`src/rtl/sbuf_pkg.sv`:
```
package sbuf_pkg;

    localparam int SB_AW = 32;
    localparam int SB_DW = 32;

    typedef struct packed {
        logic [SB_AW-1:0] addr;
        logic [SB_DW-1:0] data;
        logic             sup;
        logic             fault;
    } sb_entry_t;

    typedef enum logic [1:0] {
        DS_RUN  = 2'd0,
        DS_GAP  = 2'd1,
        DS_SEND = 2'd2
    } dump_state_t;

    function automatic logic same_block(input logic [SB_AW-1:0] a,
                                        input logic [SB_AW-1:0] b,
                                        input int unsigned lsb);
        return (a >> lsb) == (b >> lsb);
    endfunction

endpackage

```
`src/rtl/sbuf_fifo.sv`:
```
module sbuf_fifo
    import sbuf_pkg::*;
#(
    parameter int DEPTH = 4,
    localparam int PW = $clog2(DEPTH),
    localparam int CW = $clog2(DEPTH + 1)
) (
    input  logic                clk,
    input  logic                rst,
    input  logic                push,
    input  sb_entry_t           push_ent,
    input  logic                pop,
    output sb_entry_t           head_ent,
    output logic [PW-1:0]       head_ptr,
    output logic [CW-1:0]       count,
    output logic [SB_AW-1:0]    addr_q [DEPTH],
    output logic [SB_DW-1:0]    data_q [DEPTH]
);

    sb_entry_t     slots [DEPTH];
    logic [PW-1:0] tail_ptr;

    function automatic logic [PW-1:0] wrap_inc(input logic [PW-1:0] p);
        return (p == PW'(DEPTH - 1)) ? '0 : p + PW'(1);
    endfunction

    always_ff @(posedge clk) begin
        if (rst) begin
            head_ptr <= '0;
            tail_ptr <= '0;
            count    <= '0;
        end else begin
            if (push) begin
                slots[tail_ptr] <= push_ent;
                tail_ptr        <= wrap_inc(tail_ptr);
            end
            if (pop) head_ptr <= wrap_inc(head_ptr);
            case ({push, pop})
                2'b10:   count <= count + CW'(1);
                2'b01:   count <= count - CW'(1);
                default: count <= count;
            endcase
        end
    end

    assign head_ent = slots[head_ptr];

    for (genvar g = 0; g < DEPTH; g++) begin : g_view
        assign addr_q[g] = slots[g].addr;
        assign data_q[g] = slots[g].data;
    end

    AST_NO_OVERFLOW: assert property (@(posedge clk) disable iff (rst)
        count <= CW'(DEPTH));
    AST_NO_UNDERFLOW: assert property (@(posedge clk) disable iff (rst)
        pop |-> count != '0);

endmodule

```
`src/rtl/sbuf_lookup.sv`:
```
module sbuf_lookup
    import sbuf_pkg::*;
#(
    parameter int DEPTH   = 4,
    parameter int BLK_LSB = 6,
    localparam int PW = $clog2(DEPTH),
    localparam int CW = $clog2(DEPTH + 1)
) (
    input  logic [SB_AW-1:0] addr_q [DEPTH],
    input  logic [SB_DW-1:0] data_q [DEPTH],
    input  logic [PW-1:0]    head_ptr,
    input  logic [CW-1:0]    count,
    input  logic             ld_valid,
    input  logic [SB_AW-1:0] ld_addr,
    input  logic             ld_super,
    output logic             ld_hit,
    output logic [SB_DW-1:0] ld_data,
    output logic             ld_wait
);

    logic             any_exact;
    logic             any_block;
    logic [SB_DW-1:0] young_data;

    // Walk oldest to youngest so the last exact match wins.
    always_comb begin
        any_exact  = 1'b0;
        any_block  = 1'b0;
        young_data = '0;
        for (int i = 0; i < DEPTH; i++) begin
            int            pos;
            logic [PW-1:0] idx;
            pos = int'(head_ptr) + i;
            if (pos >= DEPTH) pos = pos - DEPTH;
            idx = PW'(pos);
            if (i < int'(count)) begin
                if (addr_q[idx] == ld_addr) begin
                    any_exact  = 1'b1;
                    young_data = data_q[idx];
                end
                if (same_block(addr_q[idx], ld_addr, BLK_LSB)) any_block = 1'b1;
            end
        end
    end

    assign ld_hit  = ld_valid && !ld_super && any_exact;
    assign ld_data = ld_hit ? young_data : '0;
    assign ld_wait = ld_valid && ld_super && any_block;

endmodule

```
`src/rtl/sbuf_dump_ctl.sv`:
```
module sbuf_dump_ctl
    import sbuf_pkg::*;
#(
    parameter int DUMP_GAP = 50,
    localparam int GW = $clog2(DUMP_GAP + 1)
) (
    input  logic clk,
    input  logic rst,
    input  logic nonempty,
    input  logic head_fault,
    input  logic last_entry,
    input  logic dump_ready,
    output logic running,
    output logic exc_pulse,
    output logic dump_valid,
    output logic dump_pop
);

    dump_state_t   state;
    logic [GW-1:0] gap_cnt;

    assign running    = (state == DS_RUN);
    assign exc_pulse  = running && nonempty && head_fault;
    assign dump_valid = (state == DS_SEND);
    assign dump_pop   = dump_valid && dump_ready;

    always_ff @(posedge clk) begin
        if (rst) begin
            state   <= DS_RUN;
            gap_cnt <= '0;
        end else begin
            case (state)
                DS_RUN: begin
                    if (exc_pulse) begin
                        state   <= DS_GAP;
                        gap_cnt <= '0;
                    end
                end
                DS_GAP: begin
                    if (gap_cnt == GW'(DUMP_GAP - 1)) state <= DS_SEND;
                    else gap_cnt <= gap_cnt + GW'(1);
                end
                DS_SEND: begin
                    if (dump_ready) begin
                        gap_cnt <= '0;
                        state   <= last_entry ? DS_RUN : DS_GAP;
                    end
                end
                default: state <= DS_RUN;
            endcase
        end
    end

    AST_EXC_ONE_CYCLE: assert property (@(posedge clk) disable iff (rst)
        exc_pulse |=> !exc_pulse && !running);
    AST_DUMP_HOLD: assert property (@(posedge clk) disable iff (rst)
        dump_valid && !dump_ready |=> dump_valid);
    AST_GAP_BEFORE_SEND: assert property (@(posedge clk) disable iff (rst)
        $rose(dump_valid) |-> $past(state) == DS_GAP);

endmodule

```
`src/rtl/sup_store_buffer.sv`:
```
module sup_store_buffer
    import sbuf_pkg::*;
#(
    parameter int DEPTH    = 4,
    parameter int DUMP_GAP = 50,
    parameter int BLK_LSB  = 6,
    localparam int PW = $clog2(DEPTH),
    localparam int CW = $clog2(DEPTH + 1)
) (
    input  logic             clk,
    input  logic             rst,
    input  logic             st_valid,
    input  logic [31:0]      st_addr,
    input  logic [31:0]      st_data,
    input  logic             st_super,
    input  logic             st_fault,
    output logic             st_stall,
    input  logic             ld_valid,
    input  logic [31:0]      ld_addr,
    input  logic             ld_super,
    output logic             ld_hit,
    output logic [31:0]      ld_data,
    output logic             ld_wait,
    output logic             wr_valid,
    output logic [31:0]      wr_addr,
    output logic [31:0]      wr_data,
    input  logic             wr_ready,
    output logic             exc_pulse,
    output logic             busy,
    output logic             dump_valid,
    output logic [31:0]      dump_addr,
    output logic [31:0]      dump_data,
    output logic             dump_super,
    input  logic             dump_ready
);

    sb_entry_t        head_ent;
    sb_entry_t        new_ent;
    logic [PW-1:0]    head_ptr;
    logic [CW-1:0]    count;
    logic [SB_AW-1:0] addr_q [DEPTH];
    logic [SB_DW-1:0] data_q [DEPTH];
    logic             running;
    logic             dump_pop;
    logic             nonempty;
    logic             push;
    logic             pop;

    assign nonempty = (count != '0);
    assign st_stall = (count == CW'(DEPTH)) || !running;
    assign push     = st_valid && !st_stall;

    // The fault result only matters for supervised stores.
    assign new_ent.addr  = st_addr;
    assign new_ent.data  = st_data;
    assign new_ent.sup   = st_super;
    assign new_ent.fault = st_super && st_fault;

    assign wr_valid = running && nonempty && !head_ent.fault;
    assign wr_addr  = head_ent.addr;
    assign wr_data  = head_ent.data;
    assign pop      = (wr_valid && wr_ready) || dump_pop;

    assign busy       = !running;
    assign dump_addr  = head_ent.addr;
    assign dump_data  = head_ent.data;
    assign dump_super = head_ent.sup;

    sbuf_fifo #(.DEPTH(DEPTH)) u_fifo (
        .clk      (clk),
        .rst      (rst),
        .push     (push),
        .push_ent (new_ent),
        .pop      (pop),
        .head_ent (head_ent),
        .head_ptr (head_ptr),
        .count    (count),
        .addr_q   (addr_q),
        .data_q   (data_q)
    );

    sbuf_lookup #(.DEPTH(DEPTH), .BLK_LSB(BLK_LSB)) u_lookup (
        .addr_q   (addr_q),
        .data_q   (data_q),
        .head_ptr (head_ptr),
        .count    (count),
        .ld_valid (ld_valid),
        .ld_addr  (ld_addr),
        .ld_super (ld_super),
        .ld_hit   (ld_hit),
        .ld_data  (ld_data),
        .ld_wait  (ld_wait)
    );

    sbuf_dump_ctl #(.DUMP_GAP(DUMP_GAP)) u_dump (
        .clk        (clk),
        .rst        (rst),
        .nonempty   (nonempty),
        .head_fault (head_ent.fault),
        .last_entry (count == CW'(1)),
        .dump_ready (dump_ready),
        .running    (running),
        .exc_pulse  (exc_pulse),
        .dump_valid (dump_valid),
        .dump_pop   (dump_pop)
    );

    AST_WR_STABLE: assert property (@(posedge clk) disable iff (rst)
        wr_valid && !wr_ready |=> wr_valid && $stable(wr_addr) && $stable(wr_data));
    AST_SUP_NO_FWD: assert property (@(posedge clk) disable iff (rst)
        ld_valid && ld_super |-> !ld_hit);
    AST_NO_WR_BUSY: assert property (@(posedge clk) disable iff (rst)
        busy |-> !wr_valid);
    AST_DUMP_FIELDS_HELD: assert property (@(posedge clk) disable iff (rst)
        dump_valid && !dump_ready |=> $stable(dump_addr) && $stable(dump_data));
    AST_DUMP_IN_BUSY: assert property (@(posedge clk) disable iff (rst)
        dump_valid |-> busy && st_stall);

endmodule

```
`config.mk`:
```
export PLATFORM = sky130hd
export DESIGN_NAME = sup_store_buffer
export DESIGN_NICKNAME = d
export VERILOG_FILES = /design/src/rtl/sbuf_pkg.sv /design/src/rtl/sbuf_fifo.sv /design/src/rtl/sbuf_lookup.sv /design/src/rtl/sbuf_dump_ctl.sv /design/src/rtl/sup_store_buffer.sv
export SDC_FILE = /design/constraint.sdc
export NUM_CORES = 1
export LEC_CHECK = 0
export BUFFER_PORTS_ARGS = -buffer_cell sky130_fd_sc_hd__buf_4
export CORE_MARGIN = 2
export CORE_UTILIZATION = 30
export CTS_BUF_LIST = sky130_fd_sc_hd__clkbuf_8
export DETAILED_ROUTE_END_ITERATION = 16
export SLEW_MARGIN = 20
export SYNTH_ARGS = -nofsm -noshare
export SYNTH_HDL_FRONTEND = slang
export SYNTH_SLANG_ARGS = --single-unit
```
`constraint.sdc`:
```
create_clock -name clk -period 4.2 [get_ports clk]
set_clock_uncertainty 0.2 [all_clocks]
set_input_delay 0.42 -clock clk [delete_from_list [all_inputs] [get_ports clk]]
set_output_delay 0.42 -clock clk [all_outputs]
set_load 0.01 [all_outputs]
```
# Yosys cells after proc, flatten, opt, wreduce, memory -nomap -nowiden
# Memory sizes are Yosys's and may differ from the RTL's. A register that Yosys moved wholly into a read port is not among the register bits.
# Cells that the tools add are included.
# totals
regBits	15
latch_bits	0
mem_bits_rw	264
mem_bits_ro	0
input_bits	105
output_inout_bits	168
elab_cells	148
n_memories	1
# mem_list
memory	depth	word_bits	rd	rd_clocked_by_memory_dff	wr	line	rtl
u_fifo.slots	4	66	5	1	1	sbuf_fifo.sv:20	sb_entry_t slots [DEPTH];
# classes
addsub	12
n_mul	0
div_mod_pow	0
magnitude_cmp	12
n_eq_ne	21
shift	0
n_mux	70
n_bitwise	4
reduce_logical	23
# ops
cell	n
two-way mux 32 bit	25
binary-select mux 32 bit (select 2 bit)	8
equality test 32 bit	4
equality test 26 bit	4
two-way mux 2 bit	11
>= comparator 3 bit (second input constant)	7
two-way mux 1 bit	20
two-way mux 6 bit	3
one-hot mux 6 bit (3 select lines)	1
NOT 2 -> 3 bit	4
logical AND 1 bit	11
equality test 2 bit (second input constant)	4
subtractor 2 x 1 -> 2 bit (second input constant)	4
adder 2 x 2 -> 3 bit (second input constant)	2
adder 6 x 1 -> 6 bit (second input constant)	1
equality test 6 bit (second input constant)	1
less-than comparator 1 x 3 -> 1 bit (first input constant)	2
less-than comparator 2 x 3 -> 1 bit (first input constant)	2
inequality test 2 bit (second input constant)	3
one-hot mux 2 bit (3 select lines)	1
one-hot mux 3 bit (2 select lines)	1
nonzero test 3 bit	2
adder 2 x 1 -> 2 bit (second input constant)	2
equality test 2 x 1 -> 1 bit (second input constant)	2
13 further kinds	17

# Longest topological paths before layout
# depth
depth_word	17
ltp_mapped	15
mapped_depth_nobuf	9

# Modules after synthesis
# Synthesis repeated with hierarchy kept, for this count alone.
# unflattened
hier_cells	1824
hier_area_um2	21749.6
# by_module_without_submodules
module	n_inst	cells_each	area_per_inst_um2	seq_area_each_um2
sbuf_fifo	1	643	11871.4	8107.8
sbuf_lookup	1	1048	8799.7	0.0
sup_store_buffer	1	74	553.0	0.0
sbuf_dump_ctl	1	59	525.5	160.2

# Worst setup path after synthesis
# No wires, ideal clock.
# synth_path
path_type	register -> output
from	register u_fifo.head_ptr[1]
to	output ld_data[10]
arrival_time_ps	3582
required_ps	3580
slack_ps	-2
stages_incl_launch_ff	13
path_buffers	4
path_cell_list	dfxtp_1 ha_1 buf_2 mux4_2 xnor2_1 nand2_1 or4_1 or4_1 clkbuf_1 and4_1 buf_6 buf_6 a211oi_2
# synth_between
elab_chain_cells	17
elab_cells_between_ends	65
classes_between	add/sub: 7; order compare: 4; eq/ne: 4; mux: 45; bitwise: 4; reduce/logical: 1
# synth_rtl
element	line	rtl
start: declaration	sbuf_fifo.sv:14	output logic [PW-1:0] head_ptr,
start signal: assignment	sbuf_fifo.sv:37	if (pop) head_ptr <= wrap_inc(head_ptr);
branches (longest 16 deep; another with adder 2 x 1 -> 3 bit)	-	
two-way mux 32 bit (*)	sbuf_lookup.sv:47	assign ld_data = ld_hit ? young_data : '0;
end: declaration	sup_store_buffer.sv:22	output logic [31:0] ld_data,
# Every way passes the cells marked *. The select of a mux whose other input is x is not followed.

# Worst setup path in the final report
# layout_path
from	register u_fifo.head_ptr[0]
to	output ld_data[16]
# Same word-level chain as after synthesis.

==> results_dict.tcl <==
set metrics [dict create \
    async_flop_share_pct 0 \
    drtIter0Drc 1343 \
    power.total_mw 10.6 \
    vias_per_cell 5.58 \
    status "finished, violations left" \
    post-route-cell-area_um2 26500 \
    dp_cells 2647 \
    num_rows 94 \
    place_area_um2 23700 \
    drc 0 \
    internal_power_mw 6.91 \
    gp_congestion 0.899 \
    instances_no_fill 2852 \
    finalHoldViolCount 0 \
    r2r_setup_slack_ns 1.33 \
    period_share_pct 116 \
    multi_input_area_um2 11300 \
    synth_top_area_share_pct 39.5 \
    cp-end-kind "output port" \
    ios 273 \
    synthDistinctLibCells 55 \
    io_buffers 272 \
    synth_area_leaders "edfxtp_1, mux4_2, mux2i_1, xnor2_1, buf_4" \
    p_leak_nw 8.71 \
    clockBufferDepth 3 \
    dpl.hpwl_mm 46.3 \
    clkPwrFrac_pct 24.1 \
    worst_pin_slew_ns 1.01 \
    finalMaxSlewViolations 0 \
    nets 2061 \
    syn_area_per_cell_um2 13.0 \
    yosysSeqAreaShare_pct 41.2 \
    synth_warnings 0 \
    vias 15900 \
    crit_path_start_kind "register" \
    dieArea_um2 68900 \
    synth_ff_type "edfxtp_1" \
    drv_cap 0 \
    drtPass1Iterations 7 \
    min_period_ns 4.89 \
    wire_per_inst_um 24.1 \
    grt_pass1_vias 16200 \
    grt_antenna_before_repair 2 \
    fill_cells 6155 \
    synth_nets 1665 \
    drt_wl_total_mm 68.9 \
    path_class "register to output port" \
    setup_tns_ns -20.17 \
    vdd_drop_max_uv 247 \
    clk_pin_slew_ns 0.07 \
    synth_edf_count 264 \
    grt_max_degree 69 \
    finalSetupViolCount 34 \
    arrival_ns 4.27 \
    clkSinkCount 281 \
    drive_gt1_share_pct 44.8 \
    syn_inst 1548 \
    core_um2 66000 \
    switching_share_pct 34.5 \
    violations "setup timing" \
    cp_max_fo 10 \
    slew_headroom_pct 32.6 \
    seq_area_um2 8280 \
    synth_top_cell_by_area "edfxtp_1" \
    area_growth_pct 32.3 \
    num_antenna_cells 0 \
    p_switching_mw 3.64 \
    hold_path.class "input port to register" \
    seq_power_share_pct 32.5 \
    grt.total_usage_pct 19.4 \
    grt-ovfl-total 0 \
    worstPathRequired_ns 3.58 \
    die_w_um 263 \
    rsz0062_at_grt "true" \
    setup_ws_ns -0.688 \
    syn_area_um2 20100 \
    cts_tree "built" \
    max_clock_freq_mhz 205 \
    synth_seq_cells 281 \
    cts_root_buf "clkbuf_8" \
    numCtsBuffers 53 \
    postRouteAntennaNets 0 \
    die_h_um 263 \
    p_per_area_nw_per_um2 398 \
    grt_pass1_wl_mm 102 \
    htree_levels 2 \
    power_frac_comb_pct 43.4 \
    initial_core_util_pct 30.4 \
    clock_latency_ns 0.63 \
]
[layer usage]
layer	global-route usage [%]	part of all wire [%]
met4	6.77	3.0
met3	3.73	7.5
met5	0	0.036
met2	32.5	49
met1	25.1	41
[worst max-delay path, stage by stage, from the launching register on]
cell and delay, ns:
dfxtp_4 0.42, buf_12 0.16, buf_12 0.15, mux2i_2 0.26, xnor2_2 0.13, or4_1 0.55
mux2i_2 0.27, nand4_1 0.22, or4_4 0.59, and4_4 0.23, buf_12 0.15, buf_16 0.14
a211oi_2 0.18, buf_4 0.17
[cell type report]
class	instances	share of cell area [%]
sequential	281	31.2
inverter	10	0.142
tap	864	4.08
timing repair buffer	550	18.3
multi-input combinational	1048	42.5
clock buffer	54	2.80
clock inverter	45	0.972
[logic make-up after synthesis]
| logic type | synth area share, % |
|---|---|
| buffers and inverters | 5.84 |
| muxes | 30.1 |
| AOI/OAI and AO/OA | 7.12 |
| DFF | 41.2 |
| xor gates and xnor gates | 6.42 |
| and+or+nand+nor | 8.57 |
| adders and majority gates | 0.749 |
[synth_stat cells, types with 3 or more instances]
cell type,instances
edfxtp_1,264
mux4_2,193
mux2i_1,131
xnor2_1,106
nor2_1,84
clkbuf_1,80
buf_4,75
nand2_1,66
nor3_1,64
a21oi_1,52
xor2_1,41
o21ai_0,35
mux2_2,33
buf_1,25
buf_2,24
nand4b_1,24
a311oi_1,22
nor4_1,22
nand4_1,21
a211oi_2,20
a211oi_1,17
dfxtp_1,17
nand3_1,13
ha_1,12
o211ai_1,11
o32ai_1,11
a221oi_1,10
inv_1,10
or4_1,8
and2_1,6
buf_6,5
nor2b_1,5
or3_1,5
nor3b_1,4
nand2b_1,3
o21bai_1,3
or2_2,3
[state kept, by name, summed over array words and instances (netlist names), named ones only]
name             count
u_fifo.slots       264
u_dump.state         2
u_fifo.count         3
u_fifo.head_ptr      2
u_fifo.tail_ptr      2
u_dump.gap_cnt       6
[stage by stage]
step / util [%] / hold WS [ns] / setup slack [ns]
floorplan: - / 0.258 / 0.0855
global placement: 35.9 / 0.275 / -0.466
detailed placement: 35.9 / 0.287 / -0.521
CTS: 39.6 / 0.0321 / -0.729
global route: 40.2 / 0.101 / -0.798
finish: 40.2 / 0.0884 / -0.688
[what timing repair did]
action,4_1_cts,5_1_grt
gates cloned,5,4
resized for setup,87,45
hold endpoints to repair,277,0
pin swaps,37,17
hold buffers,68,0
setup endpoints to repair,34,34
buffers inserted,16,14
[power by group through the flow]
stage / sequential, mW / combinational [mW] / clock, mW
final: 3.43 / 4.58 / 2.54
after global routing: 3.45 / 4.88 / 2.75
after CTS: 3.42 / 4.50 / 2.63
after detailed placement: 3.48 / 4.30 / 0
after global placement: 3.46 / 4.26 / 0
after floorplan: 3.43 / 2.89 / 0
[final timing paths]
kind                                    from  depth (start not counted)                              end
min                                 st_valid                          5  u_fifo.tail_ptr[0]$_SDFFE_PP0P_
max reg2reg     u_fifo.count[0]$_SDFFE_PP0P_                          7    u_fifo.slots[0][50]$_DFFE_PP_
min reg2reg   u_dump.gap_cnt[5]$_SDFFE_PP0P_                          2   u_dump.gap_cnt[5]$_SDFFE_PP0P_
max          u_fifo.head_ptr[0]$_SDFFE_PP0N_                         13                      ld_data[16]
[cell usage in the layout, fill, tap and decap left out, types with 27 or more instances in the layout]
cell type and instances:
clkbuf_8 54, mux4_2 193, nor3_1 53, dlygate4sd3_1 68, mux2i_1 127, inv_1 27, nor2_1 80, buf_4 431
mux2_2 33, nand2_1 64, buf_12 27, xnor2_1 95, o21ai_0 34, xor2_1 40, a21oi_1 52, edfxtp_1 264
(Power assumes the default switching activity.)
